File: src/rtl/erase_sel.sv
module erase_sel #(
  parameter int REG_W = 8
) (
  input  logic               clk,
  input  logic               por_n,
  input  logic               hw_stby,
  input  logic               sw_stby,
  input  logic               fwe,
  input  logic               swe1,
  input  logic               swe2,
  input  logic               flash_on,
  input  logic               sel,
  input  logic               wr_en,
  input  logic [REG_W-1:0]   wdata,
  output logic [REG_W-1:0]   rdata,
  output logic [2*REG_W-1:0] erase_permit
);
  localparam int TOT_W = 2 * REG_W;
  localparam int HALF  = REG_W / 2;

  logic [REG_W-1:0] lo_q, hi_q, lo_w, hi_w, lo_d, hi_d;
  logic [TOT_W-1:0] cand, next;
  logic             wipe, multi;

  assign wipe = hw_stby | sw_stby | ~fwe;

  always_comb begin
    lo_w = lo_q;
    hi_w = hi_q;
    if (wr_en && flash_on) begin
      if (sel) hi_w = wdata;
      else     lo_w = wdata;
    end
    lo_d = lo_w;
    hi_d = hi_w;
    if (!swe1) begin
      lo_d            = '0;
      hi_d[HALF-1:0]  = '0;
    end
    if (!swe2) hi_d[REG_W-1:HALF] = '0;
  end

  assign cand  = {hi_d, lo_d};
  assign multi = |(cand & (cand - {{(TOT_W-1){1'b0}}, 1'b1}));
  assign next  = multi ? '0 : cand;

  always_ff @(posedge clk or negedge por_n) begin
    if (!por_n) begin
      lo_q <= '0;
      hi_q <= '0;
    end else if (wipe) begin
      lo_q <= '0;
      hi_q <= '0;
    end else begin
      {hi_q, lo_q} <= next;
    end
  end

  assign rdata        = flash_on ? (sel ? hi_q : lo_q) : '0;
  assign erase_permit = {hi_q, lo_q};


  permit_onehot_chk: assert property (@(posedge clk) disable iff (!por_n)
    $onehot0(erase_permit));


  stby_clear_chk: assert property (@(posedge clk) disable iff (!por_n)
    (hw_stby || sw_stby) |=> erase_permit == '0);


  fwe_clear_chk: assert property (@(posedge clk) disable iff (!por_n)
    !fwe |=> erase_permit == '0);


  swe1_hold_chk: assert property (@(posedge clk) disable iff (!por_n)
    !swe1 |=> erase_permit[REG_W+HALF-1:0] == '0);


  swe2_hold_chk: assert property (@(posedge clk) disable iff (!por_n)
    !swe2 |=> erase_permit[TOT_W-1:REG_W+HALF] == '0);


  off_read_chk: assert property (@(posedge clk) disable iff (!por_n)
    !flash_on |-> rdata == '0);


  off_nowrite_chk: assert property (@(posedge clk) disable iff (!por_n)
    !flash_on |=> (erase_permit & ~$past(erase_permit)) == '0);
endmodule

File: config.mk
export PLATFORM = sky130hd
export DESIGN_NAME = erase_sel
export DESIGN_NICKNAME = d
export VERILOG_FILES = /design/src/rtl/erase_sel.sv
export SDC_FILE = /design/constraint.sdc
export NUM_CORES = 1
export LEC_CHECK = 0
export CORE_ASPECT_RATIO = 1.4
export CORE_MARGIN = 4
export CORE_UTILIZATION = 40
export CTS_BUF_LIST = sky130_fd_sc_hd__clkbuf_4 sky130_fd_sc_hd__clkbuf_8
export DETAILED_ROUTE_END_ITERATION = 8
export DONT_BUFFER_PORTS = 1
export HOLD_SLACK_MARGIN = 0.15
export PLACE_DENSITY_LB_ADDON = 0.12
export SETUP_SLACK_MARGIN = 0.05
export SLEW_MARGIN = 10
export SYNTH_ARGS = -nofsm -noshare
export SYNTH_HDL_FRONTEND = slang
export SYNTH_SLANG_ARGS = --single-unit
File: constraint.sdc
create_clock -name clk -period 2 [get_ports clk]
set_input_delay 0.2 -clock clk [delete_from_list [all_inputs] [get_ports clk]]
set_output_delay 0.2 -clock clk [all_outputs]
set_load 0.01 [all_outputs]
==> results.txt, run 1 <==
crit path max fanout: 10
reg2reg end: lo_q[7]
post-synth net total: 166
crit start category: register
CTS clk-pin slew, worst paths: 0.07 ns
Initial Utilization: 0.4126
Inserted Clock Buffers: 3
fill count: 291
Placer Congestion: 0.7978
Reg area: 402.9 sq um
critical path class: register to register
max_slew headroom: 0.4714
worst setup margin: -0.2884 ns
Worst EP arrival: 2.47 ns
CTS tree: yes
Die Ht: 74.84 um
share of layout cells above drive strength 1: 0.3182
ANT nets after route: 0
crit path cell chain: or4_4, or4_4, nand3_4, a31oi_1, a211o_1, buf_12, a21oi_2
fin area: 1695 sq um
num ports: 42
area of the multi-input gates: 903.4 sq um
FF+latch count, synth: 16
Die W: 55.74 um
Slew @ Worst Pin: 0.7902 ns
IO Port Bufs: 0
die area: 4171 sq um
H-tree Lvls: 1
Critical Path RT: 2.18 ns
Max rail drop VDD: 0.3262 mV
final setup vio count: 15
Syn. warnings: 0
drt first-iter violations: 45
vias in the first global route: 1300
Hold Path End: hi_q[6]
Pins Over Slew Limit: 0
Area after DPL: 1479 sq um
hold path depth: 2
Global Route Usage Sum: 0.2024
worst slack, placed: -0.2757 ns
RSZ-0062 raised after global routing: yes
Max Cap Viol: 0
synthesized area per cell: 8.623 sq um
drt pass-1 iters: 4
Clock Latency Late Sink: 0.25 ns
Power Density: 431.2 nW/um^2
CP most frequent cell: or4_4
Clock Sinks: 16
Layout area overhead: 32.84%
Core Footprint: 3093 sq um
area leader, netlist: dfrtp_1
number of diodes: 0
DRT Wirelength: 4047 um
initial antenna violation count: 0
leakage dissipation: 0.6992 nW
DRC errors left: 0
Final period util: 1.144
largest net degree at the start of global routing: 20
Hold Path Origin: wdata[6]
clock skew: 0.002360 ns
first-pass GRT wire length: 6596 um
Core Util, Final: 0.5481
min cycle time layout: 2.288 ns
Post-DP HPWL: 3035 um
slowest stage delay, CP: 0.56 ns
vias: 1298
outcome: finished with violations
total global routing overflow: 0
Row Count: 24
maximum buffer depth of the clock tree: 2
crit end category: register
total power: 0.0007310 W
post-DR vias/cell: 6.037
reg2reg start: lo_q[0]
WP buf/inv: 1
reg-to-reg setup timing slack: -0.29 ns
Reg2Reg Depth: 7
root buffer cell: clkbuf_8
Fmax: 437.0 MHz
Final Hold Fails: 0
top cell type's share of synthesized area: 0.3137
slowest CP cell: or4_4
distinct cell type count after synthesis: 39
violated checks: negative setup slack
WL/cell: 18.82 um
post-synthesis cell area: 1276 sq um
Seq/Total Area, Yosys: 0.3137
CP delay by family, top: simple AND/OR/NAND/NOR gates
Cells after Synth: 148
Final nets: 195
type of the most critical hold path: primary input to register
largest cells by area after synthesis: dfrtp_1 31%, mux2i_1 13%, nand2_1 8.2%, a21oi_2 5.5%, nor2b_1 4.4%
## cell usage after synthesis
cell      count
or4_4         3
nand4_1       1
a311o_1       1
nand2_1      28
o311a_2       1
o41ai_1       1
or4_1         1
a22oi_1       1
nand2b_1      1
nor4b_1       2
a21oi_2       8
nor3b_1       3
a211o_2       1
o21a_1        2
o211ai_1      2
buf_6         1
a21oi_1       3
nand3_2       2
and3b_1       1
buf_2         2
mux2i_1      16
nor4_1        2
nor3_1        1
a211o_1       1
nand3b_1      3
nor2_1        7
or3_1         3
o21ai_0       3
a31oi_1       3
nor2_2        2
nor2b_1       9
nand3_1       2
clkbuf_1      4
buf_1         1
a211oi_1      7
dfrtp_1      16
a31o_2        1
a311oi_1      1
a221oi_1      1
## worst max path at each step
stage / startpoint / end / slack (ns) / depth (start not counted)
floorplan: lo_q[0] / lo_q[0] / -0.22 / 7
finish: lo_q[0] / lo_q[7] / -0.29 / 7
global placement: lo_q[0] / lo_q[2] / -0.25 / 7
CTS: lo_q[0] / lo_q[5] / -0.27 / 7
detailed placement: lo_q[0] / lo_q[5] / -0.28 / 7
global route: lo_q[0] / lo_q[0] / -0.37 / 7
## where the power goes
group	total (W)	internal, W	switching, W
clock	0.000293	0.000175	0.000118
combinational	0.000112	0.0000580	0.0000541
sequential	0.000326	0.000325	0.00000116
total	0.000731	0.000557	0.000174
## placed cells by master (no fill, tap or decap), drive strengths merged, types with 2 or more instances in the layout
cell type,instances
a211o,2
nor4b,2
nor2,9
nand3,4
nor2b,9
clkbuf,4
nand3b,3
nor4,2
a211oi,7
dfrtp,16
or4,4
a31oi,3
o211ai,2
o21a,2
nand2,28
nor3b,3
dlygate4sd3,10
or3,3
mux2i,16
o21ai,3
buf,22
a21oi,11
## area by class of cell
cell class | count | share of cell area
Multi-Input combinational cell | 124 | 0.5328
Sequential cell | 16 | 0.2376
Timing Repair Buffer | 32 | 0.1683
Clock buffer | 4 | 0.03247
Tap cell | 39 | 0.02878
## through the flow
step | hold slack (ns) | instances | TNS [ns]
floorplan | -0.09559 | 148 | -2.479
global route | 0.2040 | 215 | -4.736
finish | 0.1917 | 215 | -3.568
detailed placement | -0.09520 | 199 | -3.519
CTS | 0.1807 | 215 | -3.237
global placement | -0.09519 | 199 | -3.064
## routing by layer
| layer | wire [um] | up-vias | share of wire | GRT usage |
|---|---|---|---|---|
| met2 | 2104 | 37 | 0.52 | 0.3447 |
| met1 | 1659 | 647 | 0.41 | 0.2519 |
| li1 | - | 608 | - | - |
| met5 | 0 | - | 0 | 0 |
| met4 | 57 | 0 | 0.014 | 0.08378 |
| met3 | 226 | 6 | 0.056 | 0.04117 |
## cell families (layout without fill, tap and decap cells)
family | after synthesis | after routing | synth area share
compound gates | 37 | 37 | 0.2225
mux | 16 | 16 | 0.1255
flops | 16 | 16 | 0.3137
buf+inv | 8 | 36 | 0.03137
simple gates | 71 | 71 | 0.3069
## flip-flops by register name, indices dropped and copies added, names as in the netlist
register and cells:
lo_q 8, hi_q 8
## worst reg2reg max path: stages, from the launching register on
cell and delay (ns):
dfrtp_2 0.41, or4_4 0.56, or4_4 0.44, nand3_4 0.13, a31oi_1 0.09, a211o_1 0.33, buf_12 0.16, a21oi_2 0.11
## what timing repair did
item,4_1_cts,5_1_grt
endpoints found under the setup margin,16,16
hold endpoints to repair,30,0
hold buffers,10,0
resized for setup,7,2
gates cloned,0,0
pin swaps,4,3
buffers inserted,2,0
No activity file was read; power rests on OpenSTA's default activity.
==> run 2, diff against run 1 <==
Settings changed: GPL_TIMING_DRIVEN from default to 0.
==> run 2 against run 1 <==
The flow still finishes with violations (negative setup slack); clock skew increased by 0.0017 ns; global-route usage decreased by 0.39 points; power decreased by 6.2%; sequential cell count did not move; critical path depth did not move; first-iteration DRC count increased by 13%; combinational power up 4%; sequential share of layout area up 2.0 points; die area unchanged; critical path type unchanged; highest routed layer unchanged.
==> results.txt, run 2 (synthesized netlist as in run 1, its figures left out) <==
Clock Sinks: 16
Final period util: 1.185
Row Count: 24
Max Cap Viol: 0
Initial Utilization: 0.4126
Final nets: 184
drt pass-1 iters: 4
drt first-iter violations: 51
leakage dissipation: 0.6020 nW
total global routing overflow: 0
number of diodes: 0
critical path class: register to register
post-DR vias/cell: 6.187
Die W: 55.74 um
Inst Count DP: 187
IO Port Bufs: 0
Gate power share: 0.170
Critical Path RT: 2.17 ns
biggest regs: hi_q: 8 flops, lo_q: 8 flops
Power Density: 437.4 nW/um^2
WL/cell: 19.56 um
root buffer cell: clkbuf_8
Flop pwr share: 0.477
switching power: 0.0001738 W
vias: 1256
clock skew: 0.004030 ns
Layout area overhead: 22.84%
violated checks: negative setup slack
commonest non-fill, non-tap cell in the layout: nand2_1
Final Hold Fails: 0
leading cell types in the layout, fill and taps excluded: 28 x nand2_1, 16 x mux2i_1, 13 x dfrtp_1
Fmax: 422.0 MHz
maximum buffer depth of the clock tree: 2
Inserted Clock Buffers: 3
CTS clk-pin slew, worst paths: 0.06 ns
Area after DPL: 1356 sq um
crit path max fanout: 10
Int Power: 0.0005120 W
DRC errors left: 0
outcome: finished with violations
Placer Congestion: 0.7555
Core Footprint: 3093 sq um
type of the most critical hold path: primary input to register
ANT nets after route: 0
vias in the first global route: 1254
Hold Path Origin: wdata[7]
Max rail drop VDD: 0.3003 mV
initial antenna violation count: 0
H-tree Lvls: 1
final setup vio count: 16
die area: 4171 sq um
worst setup margin: -0.3696 ns
crit end category: register
DRT Wirelength: 3970 um
RSZ-0062 raised after global routing: yes
worst slack, placed: -0.3398 ns
largest net degree at the start of global routing: 17
Worst EP arrival: 2.54 ns
total power: 0.0006858 W
share of layout cells above drive strength 1: 0.2439
Slew @ Worst Pin: 0.7890 ns
first-pass GRT wire length: 6479 um
reg2reg start: lo_q[0]
min cycle time layout: 2.370 ns
crit path from: lo_q[0]
max_slew headroom: 0.4722
crit start category: register
Die Ht: 74.84 um
Clock Latency Late Sink: 0.25 ns
num ports: 42
final std cells w/o fill: 203
fin area: 1568 sq um
Post-DP HPWL: 2885 um
Sw Ratio: 0.2534
Pins Over Slew Limit: 0
Clk pwr share: 0.353
CTS tree: yes
Global Route Usage Sum: 0.1985
-- run 2: what timing repair did --
action,in CTS,in global routing
hold endpoints to repair,30,1
gates resized for setup,7,3
pin swaps,2,0
hold buffers,10,1
buffers inserted,2,0
setup endpoints to repair,16,16
-- run 2: final timing paths --
path                           end  slack, ns  cells past startpoint
setup / recovery           lo_q[2]      -0.37                      7
hold / removal             hi_q[7]       0.20                      2
setup reg to reg           lo_q[2]      -0.37                      7
hold reg to reg            lo_q[0]       0.64                      2
max in group asynchronous  lo_q[2]       0.98                      1
min in group asynchronous  hi_q[5]       0.47                      1
-- run 2: worst max-delay path, cell delays in order (launching register included) --
cell and delay [ns]:
dfrtp_2 0.46, or4_4 0.57, or4_4 0.44, nand3_4 0.13, a21oi_2 0.09, a211o_1 0.32
buf_6 0.16, a21oi_2 0.11
-- run 2: power by group through the flow --
stage	clock network (W)	registers (W)	logic [W]
after floorplan	0	0.000332	0.0000694
after CTS	0.000252	0.000327	0.000113
after detailed placement	0	0.000333	0.0000824
after global placement	0	0.000333	0.0000811
final	0.000242	0.000327	0.000117
after global routing	0.000278	0.000327	0.000127
-- run 2: metal layers --
layer / part of all wire / vias up / track usage
li1: - / 594 / -
met1: 0.41 / 629 / 0.2297
met2: 0.52 / 27 / 0.3513
met3: 0.064 / 6 / 0.06346
met4: 0.012 / 0 / 0.06216
met5: 0 / - / 0
-- run 2: area by class of cell --
class,count,area [sq um]
Sequential cell,16,404.1
Tap cell,39,48.80
Clock buffer,3,41.29
Multi-Input combinational cell,124,900.9
Timing Repair Buffer,13,132.6
Fill cell,306,1525
Buffer,8,40.04
-- run 2: per-stage QoR --
step | util | TNS, ns | hold slack (ns)
4_1_cts | 0.4988 | -4.428 | 0.1557
6_report | 0.5069 | -4.872 | 0.1959
3_3_place_gp | 0.4385 | -4.500 | -0.09512
3_5_place_dp | 0.4385 | -4.681 | -0.09512
2_1_floorplan | - | -2.479 | -0.09559
5_1_grt | 0.5069 | -6.021 | 0.2029
==> run 3, diff against run 2 <==
Settings changed: ABC_AREA from default to 1, CORE_ASPECT_RATIO 1.4 to default.
==> run 3 against run 2 <==
The flow now finishes without violations; global-route usage up 0.61 points; via count up 17%; power is 9.3% higher; maximum frequency is 31% higher; combinational power increased by 100%; register-to-register slack improved by 0.56 ns; worst setup slack better by 0.56 ns; clock skew up 0.0022 ns; critical path depth up 5; largest cell class unchanged.
==> results.txt, run 3 <==
largest net degree at the start of global routing: 17
Die Ht: 65.58 um
DRT Wirelength: 4298 um
synthesized area per cell: 5.921 sq um
Global Route Usage Sum: 0.2045
WHS: 0.1677 ns
leakage dissipation: 0.8904 nW
biggest regs: hi_q: 8 flops, lo_q: 8 flops
Final nets: 258
post-synth net total: 242
IO Port Bufs: 0
crit path max fanout: 10
Layout area overhead: 21.98%
main combinational cell family by area after synthesis: simple AND/OR/NAND/NOR gates
commonest cells in the netlist: 69 x nand2_1, 41 x inv_1, 22 x nand3_1
Post-synth EDFFs: 0
initial antenna violation count: 0
worst setup margin: 0.1907 ns
Reg2Reg Depth: 12
Cells after Synth: 224
vias in the first global route: 1359
Max rail drop VDD: 0.2913 mV
Hold Path End: hi_q[0]
Hold Path Origin: hw_stby
Final Hold Fails: 0
min cycle time layout: 1.809 ns
reg-to-reg setup timing slack: 0.19 ns
post-synthesis cell area: 1326 sq um
reg2reg start: lo_q[5]
WL/cell: 15.24 um
maximum buffer depth of the clock tree: 2
Final period util: 0.9046
Clock Latency Late Sink: 0.30 ns
Power Density: 463.3 nW/um^2
most instantiated library cell after synthesis: nand2_1
Initial Utilization: 0.4274
largest cells by area after synthesis: dfrtp_1 30%, nand2_1 20%, inv_1 12%, nand3_1 8.3%, nor2_1 5.9%
Clock Sinks: 16
first-pass GRT wire length: 6693 um
num ports: 42
Row Count: 20
die area: 4301 sq um
DRC errors left: 0
Inserted Clock Buffers: 3
Fmax: 552.7 MHz
compound-cell area share of the yosys netlist: 0.08679
total global routing overflow: 0
post-DR vias/cell: 5.230
worst slack, placed: -0.1027 ns
vias: 1475
drt pass-1 iters: 4
distinct cell type count after synthesis: 20
post-synthesis adder-cell area fraction: 0
mux share of post-synthesis cell area: 0
fill count: 352
RSZ-0062 raised after global routing: yes
critical path class: register to register
leading cell types in the layout, fill and taps excluded: 63 x nand2_1, 39 x inv_1, 16 x nor2_2
Core Footprint: 3103 sq um
ANT nets after route: 0
share of layout cells above drive strength 1: 0.2395
Pins Over Slew Limit: 0
Slew @ Worst Pin: 0.9016 ns
top cell type's share of synthesized area: 0.3019
CTS tree: yes
root buffer cell: clkbuf_4
hold path depth: 3
reg2reg end: lo_q[6]
Die W: 65.58 um
Critical Path RT: 2.23 ns
crit start category: register
Synth Flop Type: dfrtp_1
Async SR Flop Fraction: 1.000
Worst EP arrival: 2.04 ns
Max Cap Viol: 0
type of the most critical hold path: primary input to register
final setup vio count: 0
post-synthesis simple-gate area fraction: 0.4689
crit end category: register
area leader, netlist: dfrtp_1
number of diodes: 0
Seq/Total Area, Yosys: 0.3019
H-tree Lvls: 1
FF+latch count, synth: 16
Placer Congestion: 0.8428
total power: 0.0007495 W
drt first-iter violations: 66
CTS clk-pin slew, worst paths: 0.11 ns
setup TNS: 0 ns
outcome: finished clean
Post-DP HPWL: 3049 um
max_slew headroom: 0.3976
Syn. warnings: 0
commonest non-fill, non-tap cell in the layout: nand2_1
XOR/XNOR Fraction of Synth Area: 0
clock skew: 0.006274 ns
==> run 3: cell count changes in the layout (fill, tap and decap cells not counted), sizes merged, moves of 8 or more <==
| cell | change |
|---|---|
| dlygate4sd3 | -8 |
| inv | +42 |
| nand2 | +42 |
| mux2i | -16 |
| nor2b | -9 |
| nor2 | +24 |
| o21ai | +9 |
| nand3 | +20 |
==> run 3: layer usage <==
layer / routed length, um / up-vias / GRT usage / share of wire
li1: - / 727 / - / -
met1: 1877 / 697 / 0.2571 / 0.44
met4: 39 / 0 / 0.04404 / 0.0091
met2: 2099 / 45 / 0.3502 / 0.49
met3: 282 / 6 / 0.05299 / 0.066
met5: 0 / - / 0 / 0
==> run 3: logic make-up after synthesis <==
| family | count (synthesis) |
|---|---|
| and+or+nand+nor | 137 |
| DFF | 16 |
| buffers and inverters | 48 |
| AOI/OAI and AO/OA | 23 |
==> run 3: worst max path at each step <==
stage                     slack [ns]      end      from
after floorplan                 0.35  hi_q[5]   lo_q[6]
final                           0.19  lo_q[6]   lo_q[5]
after global routing            0.03  lo_q[2]   lo_q[3]
after detailed placement       -0.10  hi_q[4]  flash_on
after CTS                       0.08  hi_q[4]   hi_q[0]
after global placement         -0.14  hi_q[4]  flash_on
==> run 3: final cells by class <==
cell class / instances / area [sq um] / share of cell area
Buffer: 6 / 40.04 / 0.02475
Inverter: 42 / 157.7 / 0.09745
Clock buffer: 3 / 22.52 / 0.01392
Tap cell: 44 / 55.05 / 0.03403
Timing Repair Buffer: 11 / 90.09 / 0.05568
Sequential cell: 16 / 402.9 / 0.2490
Multi-Input combinational cell: 160 / 849.6 / 0.5251
==> run 3: power by group <==
part	leakage, nW	switching [W]	internal, W
combinational	0.657	0.000152	0.0000855
sequential	0.220	0.00000233	0.000325
clock	0.0138	0.000114	0.0000702
total	0.890	0.000269	0.000481
==> run 3: repair_timing <==
item	in CTS	in global routing
setup endpoints to repair	10	16
setup buffers	2	6
resized for setup	2	32
pin swaps	1	12
endpoints found under the hold margin	19	1
hold buffers	2	1
==> run 3: critical path: stages, from the launching register on <==
cell and delay [ns]:
dfrtp_1 0.45, inv_1 0.07, nand2_1 0.06, nand3_2 0.14
nand2_2 0.11, nor2_2 0.13, nand2_1 0.10, o21ai_1 0.13
nand2_1 0.07, nor2_2 0.12, nand3_4 0.12, buf_12 0.17
nor2_2 0.08
==> run 3: stage by stage <==
stage	area, sq um	utilization	std cells
6_report	1618	0.5214	282
3_3_place_gp	1381	0.4452	268
4_1_cts	1449	0.4669	275
3_5_place_dp	1381	0.4452	268
5_1_grt	1618	0.5214	282
2_1_floorplan	1326	-	224
